File: config.mk
export PLATFORM = sky130hd
export DESIGN_NAME = alu_sts_unit
export DESIGN_NICKNAME = d
export VERILOG_FILES = /design/src/rtl/alu_sts_pkg.sv /design/src/rtl/alu_sts_rst_sync.sv /design/src/rtl/alu_sts_core.sv /design/src/rtl/alu_sts_reg.sv /design/src/rtl/alu_sts_unit.sv
export SDC_FILE = /design/constraint.sdc
export NUM_CORES = 1
export LEC_CHECK = 0
export BUFFER_PORTS_ARGS = -buffer_cell sky130_fd_sc_hd__buf_2
export CAP_MARGIN = 20
export CORE_UTILIZATION = 29
export DETAILED_ROUTE_END_ITERATION = 8
export GPL_ROUTABILITY_DRIVEN = 0
export SLEW_MARGIN = 10
export SYNTH_ARGS = -nofsm -noshare
export SYNTH_HDL_FRONTEND = slang
export SYNTH_SLANG_ARGS = --single-unit
File: constraint.sdc
create_clock -name clk -period 3.25 [get_ports clk]
set_input_delay 0 -clock clk [delete_from_list [all_inputs] [get_ports clk]]
set_output_delay 0 -clock clk [all_outputs]
set_load 0.005 [all_outputs]
File: src/rtl/alu_sts_pkg.sv
package alu_sts_pkg;
  typedef enum logic [3:0] {
    OP_ADD  = 4'd0,
    OP_SUB  = 4'd1,
    OP_AND  = 4'd2,
    OP_IOR  = 4'd3,
    OP_XOR  = 4'd4,
    OP_RRC  = 4'd5,
    OP_RLC  = 4'd6,
    OP_CLR  = 4'd7,
    OP_SWAP = 4'd8,
    OP_MOV  = 4'd9,
    OP_BSET = 4'd10,
    OP_BCLR = 4'd11
  } op_e;

  typedef struct packed {
    logic ov;
    logic z;
    logic dc;
    logic c;
  } flags_t;

  localparam int FLAG_W = 4;
endpackage

File: src/rtl/alu_sts_rst_sync.sv
module alu_sts_rst_sync #(
  parameter int STAGES = 2
) (
  input  logic clk,
  input  logic rst_n,
  output logic rst_sync_n
);
  logic [STAGES-1:0] sync_q;

  always_ff @(posedge clk or negedge rst_n) begin
    if (!rst_n) sync_q <= '0;
    else        sync_q <= {sync_q[STAGES-2:0], 1'b1};
  end

  assign rst_sync_n = sync_q[STAGES-1];
endmodule

File: src/rtl/alu_sts_core.sv
module alu_sts_core
  import alu_sts_pkg::*;
#(
  parameter int W = 8,
  localparam int HALF = W / 2,
  localparam int BW = $clog2(W)
) (
  input  logic [3:0]    op,
  input  logic [W-1:0]  wreg_in,
  input  logic [W-1:0]  opnd_in,
  input  logic [BW-1:0] bit_sel,
  input  logic          c_in,
  output logic [W-1:0]  result,
  output flags_t        flag_new,
  output flags_t        flag_upd
);
  logic          is_sub;
  logic [W-1:0]  b_eff;
  logic [W:0]    full_sum;
  logic [HALF:0] low_sum;
  logic [W-1:0]  bit_mask;

  assign is_sub   = (op == OP_SUB);
  assign b_eff    = is_sub ? ~wreg_in : wreg_in;
  assign full_sum = {1'b0, opnd_in} + {1'b0, b_eff} + {{W{1'b0}}, is_sub};
  assign low_sum  = {1'b0, opnd_in[HALF-1:0]} + {1'b0, b_eff[HALF-1:0]}
                  + {{HALF{1'b0}}, is_sub};
  assign bit_mask = {{(W-1){1'b0}}, 1'b1} << bit_sel;

  always_comb begin
    result   = opnd_in;
    flag_new = '0;
    flag_upd = '0;
    unique case (op_e'(op))
      OP_ADD, OP_SUB: begin
        result      = full_sum[W-1:0];
        flag_new.c  = full_sum[W];
        flag_new.dc = low_sum[HALF];
        flag_new.ov = (opnd_in[W-1] == b_eff[W-1]) && (full_sum[W-1] != opnd_in[W-1]);
        flag_upd    = '1;
      end
      OP_AND: begin result = opnd_in & wreg_in; flag_upd.z = 1'b1; end
      OP_IOR: begin result = opnd_in | wreg_in; flag_upd.z = 1'b1; end
      OP_XOR: begin result = opnd_in ^ wreg_in; flag_upd.z = 1'b1; end
      OP_RRC: begin
        result     = {c_in, opnd_in[W-1:1]};
        flag_new.c = opnd_in[0];
        flag_upd.c = 1'b1;
      end
      OP_RLC: begin
        result     = {opnd_in[W-2:0], c_in};
        flag_new.c = opnd_in[W-1];
        flag_upd.c = 1'b1;
      end
      OP_CLR:  begin result = '0; flag_upd.z = 1'b1; end
      OP_SWAP: result = {opnd_in[HALF-1:0], opnd_in[W-1:HALF]};
      OP_MOV:  result = wreg_in;
      OP_BSET: result = opnd_in | bit_mask;
      OP_BCLR: result = opnd_in & ~bit_mask;
      default: result = opnd_in;
    endcase
    flag_new.z = (result == '0);
  end
endmodule

File: src/rtl/alu_sts_reg.sv
module alu_sts_reg
  import alu_sts_pkg::*;
#(
  parameter int W = 8,
  localparam int MODE_W = W - FLAG_W
) (
  input  logic         clk,
  input  logic         rst_sync_n,
  input  logic         op_valid,
  input  logic         dst_status,
  input  logic [W-1:0] result,
  input  flags_t       flag_new,
  input  flags_t       flag_upd,
  input  logic         wr_en,
  input  logic [W-1:0] wr_data,
  output logic [W-1:0] status_q
);
  logic [MODE_W-1:0] mode_q, mode_nxt;
  flags_t            flag_q, flag_nxt;
  logic              mode_en, flag_en, protect;

  assign protect = flag_upd.z | flag_upd.dc | flag_upd.c;

  always_comb begin
    mode_nxt = mode_q;
    flag_nxt = flag_q;
    mode_en  = 1'b0;
    flag_en  = 1'b0;
    if (op_valid) begin
      flag_en = 1'b1;
      if (dst_status) begin
        mode_en  = 1'b1;
        mode_nxt = result[W-1:FLAG_W];
      end
      if (dst_status && !protect) begin
        flag_nxt = flags_t'(result[FLAG_W-1:0]);
      end else begin
        flag_nxt.ov = flag_upd.ov ? flag_new.ov : flag_q.ov;
        flag_nxt.z  = flag_upd.z  ? flag_new.z  : flag_q.z;
        flag_nxt.dc = flag_upd.dc ? flag_new.dc : flag_q.dc;
        flag_nxt.c  = flag_upd.c  ? flag_new.c  : flag_q.c;
      end
    end else if (wr_en) begin
      mode_en  = 1'b1;
      flag_en  = 1'b1;
      mode_nxt = wr_data[W-1:FLAG_W];
      flag_nxt = flags_t'(wr_data[FLAG_W-1:0]);
    end
  end

  always_ff @(posedge clk or negedge rst_sync_n) begin
    if (!rst_sync_n)  mode_q <= '1;
    else if (mode_en) mode_q <= mode_nxt;
  end

  always_ff @(posedge clk) begin
    if (flag_en) flag_q <= flag_nxt;
  end

  assign status_q = {mode_q, flag_q};
endmodule

File: src/rtl/alu_sts_unit.sv
module alu_sts_unit
  import alu_sts_pkg::*;
#(
  parameter int W = 8,
  parameter int SYNC_STAGES = 2,
  localparam int BW = $clog2(W)
) (
  input  logic          clk,
  input  logic          rst_n,
  input  logic          op_valid,
  input  logic [3:0]    op,
  input  logic [W-1:0]  wreg_in,
  input  logic [W-1:0]  opnd_in,
  input  logic [BW-1:0] bit_sel,
  input  logic          dst_status,
  input  logic          sts_wr_en,
  input  logic [W-1:0]  sts_wr_data,
  output logic [W-1:0]  result,
  output logic [W-1:0]  status_q
);
  logic   rst_sync_n;
  flags_t flag_new, flag_upd;

  alu_sts_rst_sync #(.STAGES(SYNC_STAGES)) u_rst (
    .clk(clk), .rst_n(rst_n), .rst_sync_n(rst_sync_n)
  );

  alu_sts_core #(.W(W)) u_core (
    .op(op), .wreg_in(wreg_in), .opnd_in(opnd_in), .bit_sel(bit_sel),
    .c_in(status_q[0]), .result(result), .flag_new(flag_new), .flag_upd(flag_upd)
  );

  alu_sts_reg #(.W(W)) u_reg (
    .clk(clk), .rst_sync_n(rst_sync_n), .op_valid(op_valid), .dst_status(dst_status),
    .result(result), .flag_new(flag_new), .flag_upd(flag_upd),
    .wr_en(sts_wr_en), .wr_data(sts_wr_data), .status_q(status_q)
  );
endmodule

==> metrics.md <==
| Metric | Value |
|---|---|
| Final period utilization | `94.9%` |
| Detailed placement HPWL | `5.40 mm` |
| Largest net degree at the start of global routing | `45` |
| Setup CP Type | `input port to flop` |
| RSZ-0062 raised after global routing | `false` |
| Count of final setup violators | `0` |
| Crit-path max FO | `7` |
| Worst slew pin tran | `705 ps` |
| Worst Setup End Kind | `flop` |
| Die ar. | `7660 um2` |
| Max-cap check violation count | `0` |
| Post-route minimum period | `3080 ps` |
| Cell count after synthesis | `281` |
| PostCTS Resize Cnt | `0` |
| WP data required | `3330 ps` |
| Aggregate global-route resource usage | `17.9%` |
| CTS clk-pin slew, worst paths | `50 ps` |
| Yosys warns | `0` |
| H-tree depth | `1` |
| Fin cells | `421` |
| Largest family of logic cells by synthesized area | `compound AO/OA/AOI/OAI gates` |
| Post-synthesis register bit count | `10` |
| Vias in the first global route | `2180` |
| Peak supply drop | `0.187 mV` |
| FF-to-FF setup slack | `690 ps` |
| Achievable frequency | `324 MHz` |
| Syn Area/Cell | `7.55 um2` |
| Placed insts | `416` |
| Total gr overflow | `0` |
| Post-synth top area share | `5.66%` |
| Worst setup SP type | `input port` |
| Layout cell share with drive strength beyond 1 | `27.4%` |
| PortBufs | `51` |
| Filler cell count | `743` |
| Max Slew Vio Count | `0` |
| CTS tree | `done` |
| Post-synth EDFFs | `4` |
| Arr. time, crit path | `3160 ps` |
| Min Hold Slack | `60.9 ps` |
| Endpoints failing hold | `0` |
| Residual DRC | `0` |
| Standard-cell rows | `30` |
| Leak | `1.02 nW` |
| DIE HEIGHT | `87.5 um` |
| Drt pass-1 iters | `6` |
| Dpl ws | `-73.6 ps` |
| Via count | `2439` |
| Worst Hold Class | `input port to flop` |
| Initial Utilization | `30.6%` |
| Synth top area cells | `edfxtp_1, nor2b_1, dfstp_2` |
| Synth cell count leaders | `nor2_1, a21oi_1, nor2b_1, nand2_1, o21ai_0` |
| Number of clock sinks | `10` |
| DP Area | `2470 um2` |
| Final Util | `36.5%` |
| Final nets | `371` |
| Compound-gate portion of the synthesized area | `33.3%` |
| Post-synthesis simple-gate area fraction | `28.2%` |
| Initial antenna violation count | `0` |
| P&R area growth vs syn | `19.5%` |
| Fraction of registers with async set or reset after synthesis | `60.0%` |
| Cts bufs inserted | `3` |
| Worst skew pair latency | `240 ps` |
| Mapped cell area | `2120 um2` |
| Xor and xnor area share after synthesis | `7.02%` |
| Sequential element share of the synthesized area | `13.0%` |
| Wirelength, routed | `6.94 mm` |
| CTS Root Cell | `clkbuf_8` |
| Cell with the most instances after synthesis | `nor2_1` |
| Synth Area in Adders | `5.66%` |
| P per Cell Area | `272 nW/um2` |
| Outcome | `finished clean` |
| Vias per cell | `5.79` |
| Pwr Total | `0.689 mW` |
| Post-synthesis mux area share | `3.89%` |
| Drt first-iter violations | `388` |
| Top FF cell, synth | `edfxtp_1` |
| Ant. Diodes | `0` |
| Area leader, netlist | `edfxtp_1` |
| Setup TNS | `0 ps` |
| First-pass GRT wire length | `10.8 mm` |
| Width of the die | `87.5 um` |
| Slew margin rel. | `52.9%` |
| CORE AREA | `6940 um2` |
| Setup ws final | `166 ps` |
| Post-synthesis cell type count | `73` |
| Post-route ant nets | `0` |
| Synth Net Count | `326` |
| WL/cell | `16.5 um` |
| Final instance area | `2530 um2` |
| CTS Buffer Depth | `2` |
| Clock skew | `3.67 ps` |
| IO Count | `52` |
[repair_timing]
action / CTS / global route
setup buffers: 0 / 0
endpoints found under the hold margin: 2 / 0
hold buffers: 1 / 0
[kinds of logic (layout without fill, tap and decap cells)]
family,count (synthesis),in the layout
fa+ha+maj,9,9
mux,8,8
simple gates,102,102
flops,10,10
compound gates,98,98
xor+xnor,17,17
other cells,1,1
buf+inv,36,80
[layer usage]
metal / share of wire, % / wire, um / track usage [%] / up-vias
met1: 43 / 2980 / 24.6 / 1150
met4: 2.6 / 178 / 6.26 / 0
met5: 0 / 0 / 0 / -
met3: 7.6 / 526 / 2.54 / 14
met2: 47 / 3260 / 28.8 / 109
li1: - / - / - / 1166
[registers in the layout, summed over array words and instances (netlist names)]
name            flops
u_rst.sync_q        2
u_reg.mode_q        4
u_reg.status_q      4
[final cells by class]
type	count	area (um2)	share of cell area (%)
sequential	10	275	10.9
inverter	8	30.0	1.18
clock buffer	4	55.1	2.17
timing repair buffer	68	385	15.2
tap	96	120	4.74
multi-input combinational	235	1670	65.8
[cells in the final DEF, fill, tap and decap left out, types with 3 or more instances in the layout]
cell,n
nor2b_1,18
nand3_1,9
nand2_1,16
o32ai_1,3
nand4_1,3
or3_1,3
dfstp_2,4
a22oi_1,8
xor2_1,8
o211ai_1,5
o2111ai_1,4
xnor2_1,9
nor2_1,21
a32oi_1,3
o22ai_1,3
a31oi_1,5
nand3b_1,3
nor3_1,3
edfxtp_1,4
o21ai_0,12
a211oi_1,7
ha_1,8
mux2i_1,6
o32a_1,4
buf_2,51
inv_1,8
nor3b_1,4
a21oi_1,19
buf_4,16
clkbuf_8,4
[worst max-delay path, stage by stage]
cell,delay [ps]
buf_2,110
nor4b_2,440
buf_4,260
xnor2_1,140
ha_1,280
xor2_1,160
a22o_1,180
or4_4,470
or4_1,480
or4_1,460
o31ai_2,180
[report_power, final]
group	switching [mW]	internal, mW
logic	0.205	0.164
registers	0.00858	0.154
clock network	0.0514	0.107
[worst paths after layout]
| kind | start | cells past startpoint | endpoint |
|---|---|---|---|
| setup / recovery | op[1] | 11 | u_reg.status_q[2] |
| hold / removal | sts_wr_data[6] | 3 | u_reg.mode_q[2] |
| max in group asynchronous | u_rst.sync_q[1] | 0 | u_reg.mode_q[2] |
| min in group asynchronous | rst_n | 2 | u_rst.sync_q[0] |
| hold reg to reg | u_rst.sync_q[1] | 0 | u_reg.mode_q[1] |
| setup reg to reg | u_reg.status_q[0] | 6 | u_reg.status_q[2] |
Power figures use the tool's default switching activity.
